[src/rtl/tk_pkg.sv]
package tk_pkg;
  localparam int unsigned TK_BYTE_W = 8;

  typedef enum logic [3:0] {
    ST_IDLE,
    ST_ADDR,
    ST_AACK,
    ST_WORD,
    ST_WACK,
    ST_DATA,
    ST_DACK,
    ST_RD,
    ST_RACK
  } tk_state_e;
endpackage

[src/rtl/tk_sync.sv]
module tk_sync #(
  parameter int unsigned W = 2
) (
  input  logic         clk,
  input  logic         rst_n,
  input  logic [W-1:0] d_i,
  output logic [W-1:0] q_o
);
  logic [W-1:0] meta_q, hold_q;

  always_ff @(posedge clk) begin
    if (!rst_n) begin
      meta_q <= '1;
      hold_q <= '1;
    end else begin
      meta_q <= d_i;
      hold_q <= meta_q;
    end
  end

  assign q_o = hold_q;
endmodule

[src/rtl/tk_bus_cond.sv]
module tk_bus_cond (
  input  logic clk,
  input  logic rst_n,
  input  logic scl_s,
  input  logic sda_s,
  output logic scl_rise,
  output logic scl_fall,
  output logic start_c,
  output logic stop_c
);
  logic scl_q, sda_q;

  always_ff @(posedge clk) begin
    if (!rst_n) begin
      scl_q <= 1'b1;
      sda_q <= 1'b1;
    end else begin
      scl_q <= scl_s;
      sda_q <= sda_s;
    end
  end

  assign scl_rise = scl_s & ~scl_q;
  assign scl_fall = ~scl_s & scl_q;
  // data edges while the clock stays high are bus conditions
  assign start_c  = scl_s & scl_q & sda_q & ~sda_s;
  assign stop_c   = scl_s & scl_q & ~sda_q & sda_s;
endmodule

[src/rtl/tk_regfile.sv]
module tk_regfile #(
  parameter int unsigned CLK_REGS = 7,
  parameter int unsigned PW       = 3,
  parameter int unsigned DW       = 8,
  localparam int unsigned NUM     = CLK_REGS + 1,
  localparam int unsigned TW      = CLK_REGS * DW
) (
  input  logic          clk,
  input  logic          rst_n,
  input  logic          wr_en,
  input  logic [PW-1:0] wr_addr,
  input  logic [DW-1:0] wr_data,
  input  logic          cp_en,
  input  logic [TW-1:0] cp_data,
  input  logic [PW-1:0] rd_addr,
  output logic [DW-1:0] rd_data,
  output logic [TW-1:0] time_o,
  output logic [DW-1:0] cal_o
);
  logic [NUM-1:0][DW-1:0] rv;

  for (genvar i = 0; i < NUM; i++) begin : g_reg
    logic [DW-1:0] r_q;
    if (i < CLK_REGS) begin : g_clk
      // host write wins over a snapshot load of the same byte
      always_ff @(posedge clk) begin
        if (!rst_n)                             r_q <= '0;
        else if (wr_en && wr_addr == PW'(i))    r_q <= wr_data;
        else if (cp_en)                         r_q <= cp_data[i*DW +: DW];
      end
      assign time_o[i*DW +: DW] = r_q;
    end else begin : g_cal
      always_ff @(posedge clk) begin
        if (!rst_n)                             r_q <= '0;
        else if (wr_en && wr_addr == PW'(i))    r_q <= wr_data;
      end
      assign cal_o = r_q;
    end
    assign rv[i] = r_q;
  end

  assign rd_data = rv[rd_addr];
endmodule

[src/rtl/tk_bus_fsm.sv]
module tk_bus_fsm
  import tk_pkg::*;
#(
  parameter logic [6:0]  DEV_ADDR = 7'h68,
  parameter int unsigned CLK_REGS = 7,
  parameter int unsigned PW       = 3
) (
  input  logic                 clk,
  input  logic                 rst_n,
  input  logic                 pf,
  input  logic                 scl_rise,
  input  logic                 scl_fall,
  input  logic                 start_c,
  input  logic                 stop_c,
  input  logic                 sda_in,
  input  logic [TK_BYTE_W-1:0] rd_byte,
  output logic                 sda_oe,
  output logic [PW-1:0]        ptr_o,
  output logic                 in_xfer_o,
  output logic                 wr_stb_o,
  output logic [TK_BYTE_W-1:0] wr_data_o,
  output logic                 div_rst_o
);
  localparam logic [3:0]    BITS    = 4'(TK_BYTE_W);
  localparam logic [3:0]    LAST_B  = 4'(TK_BYTE_W - 1);
  localparam logic [PW-1:0] LAST_IX = PW'(CLK_REGS);
  localparam logic [PW-1:0] CLK_LIM = PW'(CLK_REGS);

  tk_state_e            st_q;
  logic [3:0]           cnt_q;
  logic [TK_BYTE_W-1:0] sh_q;
  logic [PW-1:0]        ptr_q, ptr_nx;
  logic                 rw_q, xfer_q, mack_q, div_q;

  assign ptr_nx    = (ptr_q == LAST_IX) ? '0 : ptr_q + PW'(1);
  assign wr_stb_o  = !pf && (st_q == ST_DACK) && scl_rise;
  assign wr_data_o = sh_q;
  assign ptr_o     = ptr_q;
  assign in_xfer_o = xfer_q;
  assign div_rst_o = div_q;
  assign sda_oe    = !pf && ((st_q == ST_AACK) || (st_q == ST_WACK) ||
                             (st_q == ST_DACK) || (st_q == ST_RD && !sh_q[7]));

  always_ff @(posedge clk) begin
    if (!rst_n) begin
      st_q   <= ST_IDLE;
      cnt_q  <= '0;
      sh_q   <= '0;
      ptr_q  <= '0;
      rw_q   <= 1'b0;
      xfer_q <= 1'b0;
      mack_q <= 1'b0;
      div_q  <= 1'b0;
    end else begin
      div_q <= wr_stb_o && (ptr_q < CLK_LIM);
      if (pf) begin
        st_q   <= ST_IDLE;
        ptr_q  <= '0;
        xfer_q <= 1'b0;
        cnt_q  <= '0;
      end else if (start_c) begin
        st_q  <= ST_ADDR;
        cnt_q <= '0;
      end else if (stop_c) begin
        st_q   <= ST_IDLE;
        xfer_q <= 1'b0;
      end else begin
        unique case (st_q)
          ST_ADDR, ST_WORD, ST_DATA: begin
            if (scl_rise && cnt_q != BITS) begin
              sh_q  <= {sh_q[TK_BYTE_W-2:0], sda_in};
              cnt_q <= cnt_q + 4'd1;
            end else if (scl_fall && cnt_q == BITS) begin
              cnt_q <= '0;
              if (st_q == ST_ADDR) begin
                if (sh_q[7:1] == DEV_ADDR) begin
                  rw_q   <= sh_q[0];
                  xfer_q <= 1'b1;
                  st_q   <= ST_AACK;
                end else begin
                  st_q <= ST_IDLE;
                end
              end else if (st_q == ST_WORD) begin
                ptr_q <= sh_q[PW-1:0];
                st_q  <= ST_WACK;
              end else begin
                st_q <= ST_DACK;
              end
            end
          end
          ST_AACK: if (scl_fall) begin
            if (rw_q) begin
              st_q <= ST_RD;
              sh_q <= rd_byte;
            end else begin
              st_q <= ST_WORD;
            end
          end
          ST_WACK: if (scl_fall) st_q <= ST_DATA;
          ST_DACK: begin
            if (scl_rise) ptr_q <= ptr_nx;
            if (scl_fall) st_q <= ST_DATA;
          end
          ST_RD: if (scl_fall) begin
            if (cnt_q == LAST_B) begin
              st_q  <= ST_RACK;
              cnt_q <= '0;
            end else begin
              sh_q  <= {sh_q[TK_BYTE_W-2:0], 1'b0};
              cnt_q <= cnt_q + 4'd1;
            end
          end
          ST_RACK: begin
            if (scl_rise) begin
              mack_q <= !sda_in;
              if (!sda_in) ptr_q <= ptr_nx;
            end
            if (scl_fall) begin
              if (mack_q) begin
                st_q <= ST_RD;
                sh_q <= rd_byte;
              end else begin
                st_q <= ST_IDLE;
              end
            end
          end
          default: ;
        endcase
      end
    end
  end
endmodule

[src/rtl/tk_i2c_regs.sv]
module tk_i2c_regs
  import tk_pkg::*;
#(
  parameter logic [6:0]  DEV_ADDR = 7'h68,
  parameter int unsigned CLK_REGS = 7,
  localparam int unsigned DW      = TK_BYTE_W,
  localparam int unsigned NUM     = CLK_REGS + 1,
  localparam int unsigned PW      = $clog2(NUM),
  localparam int unsigned TW      = CLK_REGS * DW
) (
  input  logic          clk,
  input  logic          rst_n,
  input  logic          scl_i,
  input  logic          sda_i,
  output logic          sda_oe_o,
  input  logic          pwr_fail_i,
  input  logic          live_valid_i,
  output logic          live_ready_o,
  input  logic [TW-1:0] live_time_i,
  output logic [TW-1:0] time_o,
  output logic [DW-1:0] cal_o,
  output logic          div_rst_o
);
  localparam logic [PW-1:0] CLK_LIM = PW'(CLK_REGS);

  logic [1:0]    pads_s;
  logic          scl_rise, scl_fall, start_c, stop_c;
  logic [PW-1:0] ptr;
  logic          in_xfer, wr_stb;
  logic [DW-1:0] wr_data, rd_byte;

  tk_sync #(.W(2)) u_sync (
    .clk(clk), .rst_n(rst_n), .d_i({scl_i, sda_i}), .q_o(pads_s)
  );

  tk_bus_cond u_cond (
    .clk(clk), .rst_n(rst_n), .scl_s(pads_s[1]), .sda_s(pads_s[0]),
    .scl_rise(scl_rise), .scl_fall(scl_fall), .start_c(start_c), .stop_c(stop_c)
  );

  tk_bus_fsm #(.DEV_ADDR(DEV_ADDR), .CLK_REGS(CLK_REGS), .PW(PW)) u_fsm (
    .clk(clk), .rst_n(rst_n), .pf(pwr_fail_i),
    .scl_rise(scl_rise), .scl_fall(scl_fall), .start_c(start_c), .stop_c(stop_c),
    .sda_in(pads_s[0]), .rd_byte(rd_byte), .sda_oe(sda_oe_o),
    .ptr_o(ptr), .in_xfer_o(in_xfer), .wr_stb_o(wr_stb), .wr_data_o(wr_data),
    .div_rst_o(div_rst_o)
  );

  // freeze the snapshot stream while the host sits on a clock index
  assign live_ready_o = !(in_xfer && ptr < CLK_LIM);

  tk_regfile #(.CLK_REGS(CLK_REGS), .PW(PW), .DW(DW)) u_regs (
    .clk(clk), .rst_n(rst_n),
    .wr_en(wr_stb), .wr_addr(ptr), .wr_data(wr_data),
    .cp_en(live_valid_i && live_ready_o), .cp_data(live_time_i),
    .rd_addr(ptr), .rd_data(rd_byte), .time_o(time_o), .cal_o(cal_o)
  );
endmodule

[config.mk]
export PLATFORM = sky130hd
export DESIGN_NAME = tk_i2c_regs
export DESIGN_NICKNAME = d
export VERILOG_FILES = /design/src/rtl/tk_pkg.sv /design/src/rtl/tk_sync.sv /design/src/rtl/tk_bus_cond.sv /design/src/rtl/tk_regfile.sv /design/src/rtl/tk_bus_fsm.sv /design/src/rtl/tk_i2c_regs.sv
export SDC_FILE = /design/constraint.sdc
export NUM_CORES = 1
export LEC_CHECK = 0
export BUFFER_PORTS_ARGS = -buffer_cell sky130_fd_sc_hd__buf_2
export CAP_MARGIN = 20
export CORE_MARGIN = 3
export CORE_UTILIZATION = 54
export DETAILED_ROUTE_END_ITERATION = 6
export PLACE_DENSITY = 0.81
export SYNTH_ARGS = -nofsm -noshare
export SYNTH_HDL_FRONTEND = slang
export SYNTH_SLANG_ARGS = --single-unit
[constraint.sdc]
create_clock -name clk -period 2.4 [get_ports clk]
set_clock_uncertainty 0.05 [all_clocks]
set_input_delay 0.36 -clock clk [delete_from_list [all_inputs] [get_ports clk]]
set_output_delay 0.36 -clock clk [all_outputs]
set_load 0.05 [all_outputs]
### Word-level counts from Yosys, hierarchy flattened

Index checks and enable logic that the tools add are counted.

* bits of input ports: 62
* bits in registers: 93
* word-level logic and storage cells: 198

* multiplexer cells: 59
* reduce and logical (&&, ||, !) cells: 54
* $lt $le $gt $ge: 2
* equality and inequality tests: 44
* bitwise gates (word level): 16
* add/subtract/negate cells: 2

Operator list (count)
* $mux 8: 22
* $mux 4: 12
* $pmux 8 s4: 1
* $mux 3: 10
* $bmux 8 s3: 1
* $reduce_and 8->1: 3
* $reduce_bool 2->1: 12
* $ne 2x1->1 const B: 11
* $eq 4x3->1 const B: 5
* $pmux 4 s5: 1
* $logic_and 1x1->1: 17
* $ne 4x3->1 const B: 4
* $eq 3x3->1 const B: 4
* $ne 2x2->1 const B: 6
* $ne 4x4->1 const B: 3
* $reduce_and 11->1: 1
* $reduce_and 10->1: 1
* $not 1->1: 9
* $pmux 3 s3: 1
* $eq 4x2->1 const B: 2
* $eq 4x4->1 const B: 2
* $mux 1: 8
* $pmux 4 s2: 1
* $and 1x1->1: 7
* other kinds (24): 33

### Longest topological paths before layout

Gate-level depths: netlist of the first run.

* depth after elaboration: 8
* depth in mapped cells: 9
* mapped depth without buffers: 7

### Hierarchy

Synthesis of the first run repeated with hierarchy kept, for this count alone.

* cells, all modules: 544
* area, all modules: 5346.4 µm²

Modules (own cells, without submodules)
* tk_regfile: cells each 331, instances 1, area an instance 3485.8 µm²
* tk_bus_fsm: cells each 194, instances 1, area an instance 1654.1 µm²
* tk_sync: cells each 8, instances 1, area an instance 105.1 µm²
* tk_bus_cond: cells each 8, instances 1, area an instance 85.1 µm²
* tk_i2c_regs: cells each 3, instances 1, area an instance 16.3 µm²

### Worst setup path after synthesis of the first run

OpenSTA, ideal clock, no wires.

* path kind: register to output
* start: register u_fsm.st_q[2]
* end: output port sda_oe_o
* path slack: -96 ps
* buffers on the path: 2
* arrival time: 2086 ps
* stages on the path, launching flop included: 7
* path through: dfxtp_1 > buf_2 > clkbuf_1 > inv_1 > o21ai_0 > a21oi_1 > nor3_1

* cells in the longest elaborated chain, start to end: 5

RTL lines
* start: declaration: RTL line tk_bus_fsm.sv:29 `tk_state_e st_q;`
* start signal: assignment: RTL line tk_bus_fsm.sv:46 `st_q <= ST_IDLE;`
* start signal: assignment: RTL line tk_bus_fsm.sv:57 `st_q <= ST_IDLE;`
* start signal: assignment: RTL line tk_bus_fsm.sv:62 `st_q <= ST_ADDR;`
* $eq 4x2->1 / $eq 4x3->1 (equally long branches): RTL line tk_bus_fsm.sv:41 `assign sda_oe = !pf && ((st_q == ST_AACK) || (st_q == ST_WACK) ||`
* $logic_or 1x1->1 (2 in series): RTL line tk_bus_fsm.sv:41
* $logic_or 1x1->1 (*): RTL line tk_bus_fsm.sv:42 `(st_q == ST_DACK) || (st_q == ST_RD && !sh_q[7]));`
* $logic_and 1x1->1 (*): RTL line tk_bus_fsm.sv:41
* end: declaration: RTL line tk_i2c_regs.sv:15 `output logic sda_oe_o,`

Mark *: on every way between the ends. The rest lies on a longest branch, timed or not.

### Worst setup path after layout of the first run

* start: register u_fsm.st_q[3]
* end: register u_fsm.sh_q[5] (netlist: u_fsm.wr_data_o[5])

* cells in the longest elaborated chain, start to end: 4

RTL lines
* $eq 4x3->1 (tied with other cells): RTL line tk_bus_fsm.sv:68 `unique case (st_q)`
* $reduce_or 3->1: RTL line tk_bus_fsm.sv:68
* $ne 2x1->1 (no source line) / $reduce_bool 4->1 (equally long branches)
* $reduce_and 11->1 (no source line)
* end signal: assignment: RTL line tk_bus_fsm.sv:71 `sh_q <= {sh_q[TK_BYTE_W-2:0], sda_in};`
* end signal: assignment: RTL line tk_bus_fsm.sv:94 `sh_q <= rd_byte;`
* end signal: assignment: RTL line tk_bus_fsm.sv:109 `sh_q <= {sh_q[TK_BYTE_W-2:0], 1'b0};`
* end: declaration: RTL line tk_bus_fsm.sv:31 `logic [TK_BYTE_W-1:0] sh_q;`

Several ways; a longest one is shown, not always the timed one.
A chain may end at the register's enable or synchronous reset.

==> metrics.md, run 1 <==
| Metric | Value |
|---|---|
| Status | finished clean |
| Ratio of cells with drive above 1 in the final layout | 26.7% |
| Synth Area per Inst | 8.83 um^2 |
| RSZ-0062 raised after global routing | no |
| Worst slew pin tran | 0.643 ns |
| Hold Slack | 0.118 ns |
| Routability congestion estimate | 0.970 |
| EDFF count, synth | 0 |
| Worst slew margin | 56.8% |
| Count of different cell masters after synthesis | 54 |
| Horiz. Die Dim | 103 um |
| Slew Viols, Final | 0 |
| Dominant synthesized flop cell | dfxtp_1 |
| Final WS setup | 0.0821 ns |
| Hold path cells | 2 |
| GRT Util Overall | 28.7% |
| N_diodes | 0 |
| Crit Reg-Reg Startpoint | u_fsm.st_q[3]$_SDFFE_PP0P_ |
| Grt met2 use | 47.3% |
| Top-count cell post-synth | dfxtp_1 |
| Critical Path AT | 2.53 ns |
| Hold Path End | u_sync.meta_q[1]$_SDFF_PN1_ |
| CP required | 2.61 ns |
| Pin count of the biggest net entering global routing | 38 |
| Leading area contributor after synthesis | dfxtp_1 |
| Period utilization | 96.6% |
| Sum Neg Setup Slack | 0 ns |
| WL per Instance | 18.9 um |
| First-pass GRT wire length | 24000 um |
| First-pass iteration count of the detailed router | 7 |
| Seq cells post-synth | 93 |
| Final Critical Period | 2.32 ns |
| Total of max-cap violations | 0 |
| CTS tree | built |
| Mapped Cells | 578 |
| Top cell type's share of synthesized area | 36.5% |
| Hold path start | scl_i |
| Site Rows | 34 |
| Crit end category | register |
| Post-Syn Area | 5110 um^2 |
| Largest cells by area after synthesis | dfxtp_1 36%, mux2i_1 17%, a211oi_1 8.7% |
| Max Buffers Root-to-Sink | 2 |
| Post-CTS Setup Bufs | 0 |
| Post-cts resize count | 0 |
| P&R area growth vs syn | 18.3% |
| Final setup violation count | 0 |
| Antenna violations before repair | 0 |
| Top Usage Layer GRT | met2 |
| Vias per inst | 6.26 |
| Synthesized net count | 648 |
| Vias in the first global route | 4811 |
| DRC violations left | 0 |
| Ports | 129 |
| Kind of critical path | register to register |
| PD cells | 540 nW/um^2 |
| Skew-Pair Late Insertion Delay | 0.37 ns |
| Dpl hpwl | 11100 um |
| Root Driver | clkbuf_8 |
| Startpoint Class | register |
| Hold WC Path Type | primary input to register |
| Final Net Count | 758 |
| ANT nets after route | 0 |
| Core box area | 8930 um^2 |
| Commonest cells in the netlist | 93 x dfxtp_1, 87 x mux2i_1, 75 x nor2_1, 59 x a211oi_1 |
| Leakage dissipation | 2.73 nW |
| Finished Layout Cells | 801 |
| Initial drt markers | 400 |
| Initial core utilization | 57.2% |
| Buffers added on ports | 128 |
| Die H | 103 um |
| Reg clk slew, reported paths | 0.09 ns |
| Post-placement cell count | 785 |
| Met3 global-route usage | 3.82% |
| H-tree levels | 3 |
| Highest Clock Rate | 431 MHz |
| Setup WS pre-CTS | 0.143 ns |
| Cts hold-fix bufs | 0 |
| Clk sink count | 93 |
| Vias after detailed routing | 5014 |
| Synth warn | 0 |
| R2R Path End | u_fsm.wr_data_o[5]$_SDFFE_PN0P_ |
| Final wirelength | 15100 um |
| Die area | 10700 um^2 |
| Total power | 0.00326 W |
| CP max FO | 13 |
| Grt total ovfl | 0 |
| Grt met1 use | 38.1% |
| Worst R2R Path Depth | 5 |
| Ys async rst share | 0% |
| Reg-to-reg setup timing slack | 0.08 ns |
| CTS buffer count | 9 |
| Register area share after synthesis | 36.5% |
| Final Hold Viols | 0 |
| VDD IR max | 0.272 mV |
==> how the worst max path moves through the flow <==
stage	from	endpoint	slack (ns)	cells after the start
final	u_fsm.st_q[3]$_SDFFE_PP0P_	u_fsm.wr_data_o[5]$_SDFFE_PN0P_	0.08	5
after global routing	u_fsm.st_q[3]$_SDFFE_PP0P_	u_fsm.wr_data_o[5]$_SDFFE_PN0P_	0.02	5
after CTS	u_fsm.st_q[2]$_SDFFE_PP0P_	sda_oe_o	0.07	5
after detailed placement	u_fsm.st_q[2]$_SDFFE_PP0P_	u_regs.g_reg[3].r_q[5]$_SDFFE_PN0P_	0.14	4
after global placement	u_fsm.st_q[3]$_SDFFE_PP0P_	u_fsm.wr_data_o[2]$_SDFFE_PN0P_	0.20	5
after floorplan	u_fsm.ptr_o[0]$_SDFFE_PP0P_	u_regs.g_reg[1].r_q[0]$_SDFFE_PN0P_	0.26	8
==> stage by stage <==
step | util [%] | area [um^2]
after global placement | 65.4 | 5850
after floorplan | - | 5110
final | 67.6 | 6040
after CTS | 67.5 | 6030
after global routing | 67.6 | 6040
after detailed placement | 65.4 | 5850
==> worst max-delay path: stages, from the launching register on <==
cell and delay, ns:
dfxtp_1 0.59, or4b_4 0.56, o22ai_1 0.16, and4b_1 0.32, and2_1 0.29, o211a_1 0.25
==> cells by family after synthesis <==
kind of cell | after synthesis | synth area share (%)
simple gates | 182 | 18.4
compound gates | 138 | 19.4
flops | 93 | 36.5
mux | 89 | 17.9
buf+inv | 66 | 5.44
fa+ha+maj | 8 | 1.96
xor+xnor | 2 | 0.343
==> layout make-up <==
type,instances,area (um^2)
clock buffer,11,141
timing repair buffer,150,818
multi-input combinational,419,2980
clock inverter,5,43.8
tap,108,135
sequential,93,1870
inverter,15,56.3
fill,730,2890
==> report_power, final <==
group	leakage (nW)	internal (W)	switching, W
Sequential	0.763	0.00161	0.0000612
Combinational	1.87	0.000196	0.000386
Clock	0.0881	0.000419	0.000593
==> registers in the layout (all words and copies together) (netlist names), 2 cells and up <==
signal	count
u_fsm.cnt_q	4
u_fsm.ptr_o	3
u_fsm.st_q	4
u_fsm.wr_data_o	8
u_regs.cal_o	8
u_regs.g.r_q	56
u_sync.meta_q	2
u_sync.q_o	2
==> routing by layer <==
layer | wire length, um | up-vias | part of all wire, %
met5 | 0 | - | 0
met4 | 401 | 0 | 2.6
met3 | 1320 | 38 | 8.7
met2 | 7200 | 270 | 48
met1 | 6210 | 2353 | 41
li1 | - | 2353 | -
==> layout by cell type, fill, tap and decap left out, types with 14 or more instances in the layout <==
cell type,instances
a211oi_1,59
a21oi_1,24
buf_2,128
buf_4,21
dfxtp_1,90
inv_1,14
mux2i_1,87
nand2_1,24
nand3_1,20
nor2_1,75
Note: power is estimated with default switching activity, not from simulation.
==> inputs of run 2 (changes only) <==
--- a/config.mk
+++ b/config.mk
@@ -8,9 +8,10 @@
 export BUFFER_PORTS_ARGS = -buffer_cell sky130_fd_sc_hd__buf_2
 export CAP_MARGIN = 20
 export CORE_MARGIN = 3
-export CORE_UTILIZATION = 54
+export CORE_UTILIZATION = 48
 export DETAILED_ROUTE_END_ITERATION = 6
-export PLACE_DENSITY = 0.81
+export PLACE_DENSITY = 0.76
+export REMOVE_ABC_BUFFERS = 1
 export SYNTH_ARGS = -nofsm -noshare
 export SYNTH_HDL_FRONTEND = slang
 export SYNTH_SLANG_ARGS = --single-unit
==> constraint.sdc (replaced) <==
create_clock -name clk -period 2 [get_ports clk]
set_clock_uncertainty 0.05 [all_clocks]
set_input_delay 0.3 -clock clk [delete_from_list [all_inputs] [get_ports clk]]
set_output_delay 0.3 -clock clk [all_outputs]
set_load 0.05 [all_outputs]
==> run 2 against run 1 <==
Compared with the run above: the flow now finishes with violations (setup timing); sequential cell count did not move; global-route usage fell by 3.6 points; total power rose by 25%; die area rose by 12%; setup slack got worse by 0.090 ns; highest routed layer unchanged.
==> metrics.md, run 2 (synthesis gave the netlist of run 1 again) <==
| Metric | Value |
|---|---|
| Site Rows | 37 (+8.8%) |
| Horiz. Die Dim | 109 um (+5.7%) |
| Critical Path AT | 2.25 ns (-0.28 ns) |
| Clk sink count | 93 (unchanged) |
| Ratio of cells with drive above 1 in the final layout | 32.7% (+6.0 points) |
| Vias after detailed routing | 5077 (+1.3%) |
| VDD IR max | 0.337 mV (+24%) |
| Finished Layout Cells | 868 (+8.4%) |
| Total of max-cap violations | 0 (unchanged) |
| Slew Viols, Final | 0 (unchanged) |
| Vias per inst | 5.85 (-6.6%) |
| Startpoint Class | register |
| Final wirelength | 15100 um (-0.46%) |
| Final Critical Period | 2.01 ns (-0.310 ns) |
| Core box area | 10300 um^2 (+16%) |
| Hold Slack | 0.0654 ns (-0.0528 ns) |
| Skew-Pair Late Insertion Delay | 0.37 ns (about the same) |
| Highest Clock Rate | 498 MHz (+15%) |
| Reg clk slew, reported paths | 0.10 ns (about the same) |
| H-tree levels | 3 (unchanged) |
| CTS tree | built |
| Most common cell after layout, fill and taps aside | buf_2 |
| Status | finished, violations left |
| CP max FO | 8 (-5) |
| Worst Setup SP | u_sync.q_o[1]$_SDFF_PN1_ |
| Crit Reg-Reg Startpoint | u_sync.q_o[1]$_SDFF_PN1_ |
| Setup WS pre-CTS | -0.0843 ns (-0.227 ns) |
| Final setup violation count | 2 (+2) |
| N_diodes | 0 (unchanged) |
| PD cells | 627 nW/um^2 (+16%) |
| Failing checks | setup timing |
| Util after Layout | 63.0% (-4.6 points) |
| Grt met2 use | 41.2% (-6.1 points) |
| Routability congestion estimate | 0.946 (-2.4%) |
| Die area | 11900 um^2 (+12%) |
| Final WS setup | -0.00813 ns (-0.0902 ns) |
| Worst R2R Path Depth | 5 (unchanged) |
| Critical Path Slowest Stage Cell | or4b_2 |
| Hold WC Path Type | primary input to register |
| Root Driver | clkbuf_8 |
| Total power | 0.00407 W (+25%) |
| CP Depth | 5 (unchanged) |
| Largest register FFs | 56 (unchanged) |
| Worst slew margin | 51.6% (-5.2 points) |
| Final Hold Viols | 0 (unchanged) |
| Most frequent cells in the layout | 127 x buf_2, 87 x mux2i_1, 87 x dfxtp_1 |
| Top Usage Layer GRT | met2 |
| Initial core utilization | 49.5% (-7.7 points) |
| CTS buffer count | 9 (unchanged) |
| Reg area | 1870 um^2 (+0.47%) |
| Cts hold-fix bufs | 0 (unchanged) |
| Leakage dissipation | 2.96 nW (+8.4%) |
| Bufs and invs on worst path | 0 (unchanged) |
| CP cell instances | nand2b_2 > a211oi_2 > o21ai_2 > or4b_2 > a21oi_1 |
| ANT nets after route | 0 (unchanged) |
| Buffers added on ports | 128 (unchanged) |
| Worst Setup EP | u_fsm.cnt_q[2]$_SDFFE_PP0P_ |
| Ports | 129 (unchanged) |
| DRC violations left | 0 (unchanged) |
| Max Buffers Root-to-Sink | 2 (unchanged) |
| Dpl hpwl | 11100 um (about the same) |
| Pin count of the biggest net entering global routing | 67 (+76%) |
| Final Net Count | 797 (+5.1%) |
| Kind of critical path | register to register |
| Reg-to-reg setup timing slack | -0.008 ns (-0.09 ns) |
| R2R Path End | u_fsm.cnt_q[2]$_SDFFE_PP0P_ |
| Grt total ovfl | 0 (unchanged) |
| Die H | 109 um (+5.7%) |
| Slowest Stage Delay on Critical Path | 0.63 ns (+0.04 ns) |
| Vias in the first global route | 4801 (-0.21%) |
| Reg with most FFs | u_regs.g.r_q |
| P&R area growth vs syn | 27.4% |
| Crit end category | register |
| Post-placement cell count | 846 (+7.8%) |
| CP required | 2.24 ns (-0.37 ns) |
| Met3 global-route usage | 4.50% (+0.68 points) |
| Grt met1 use | 34.4% (-3.7 points) |
| RSZ-0062 raised after global routing | yes |
| Worst slew pin tran | 0.723 ns (+0.0805 ns) |
| Fillers | 856 (+17%) |
| Area of the multi-input gates | 3030 um^2 (+1.7%) |
| Initial drt markers | 391 (-2.3%) |
| First-pass iteration count of the detailed router | 5 (-2) |
| First-pass GRT wire length | 23800 um (-0.75%) |
| Antenna violations before repair | 0 (unchanged) |
| WL per Instance | 17.4 um (-8.1%) |
| Crit-path leading delay family | simple AND/OR/NAND/NOR gates |
| GRT Util Overall | 25.2% (-3.6 points) |
| Period utilization | 100% (+3.8 points) |
## run 2: layer usage
| layer | wire, um | part of all wire (%) | vias to the layer above |
|---|---|---|---|
| li1 | - | - | 2431 |
| met1 | 6480 | 43 | 2398 |
| met2 | 7220 | 48 | 225 |
| met3 | 1220 | 8.1 | 23 |
| met4 | 155 | 1.0 | 0 |
| met5 | 0 | 0 | - |
## run 2: where the power goes
part	internal [W]	switching [W]	leakage [nW]
combinational	0.000258	0.000472	2.08
clock	0.000611	0.000746	0.109
sequential	0.00193	0.0000618	0.766
total	0.00280	0.00128	2.96
## run 2: final cells by class
class | count | area share (%)
repair buffers | 189 | 17.8
clock inverters | 7 | 1.42
flip-flops and latches | 93 | 28.8
multi-input cells | 419 | 46.6
well taps | 136 | 2.62
inverters | 15 | 0.866
clock buffers | 9 | 1.90
## run 2: worst min-delay path by stage
stage,startpoint,end,slack (ns),depth (start not counted)
final,scl_i,u_sync.meta_q[1]$_SDFF_PN1_,0.07,2
after CTS,scl_i,u_sync.meta_q[1]$_SDFF_PN1_,0.05,2
after floorplan,rst_n,u_sync.meta_q[0]$_SDFF_PN1_,0.32,1
after detailed placement,u_sync.meta_q[0]$_SDFF_PN1_,u_sync.q_o[0]$_SDFF_PN1_,0.35,1
after global routing,scl_i,u_sync.meta_q[1]$_SDFF_PN1_,0.05,2
after global placement,u_sync.meta_q[1]$_SDFF_PN1_,u_sync.q_o[1]$_SDFF_PN1_,0.34,1
## run 2: timing repair
action	4_1_cts	5_1_grt
buffers inserted	1	5
setup endpoints to repair	5	50
pin swaps	0	2
resized for setup	7	21
## run 2: per-stage QoR
step | instance area, um^2 | setup TNS [ns]
floorplan | 4880 | -196.81
global placement | 6160 | -0.0174
detailed placement | 6160 | -0.129
CTS | 6400 | 0
global route | 6500 | -2.05
finish | 6500 | -0.0100
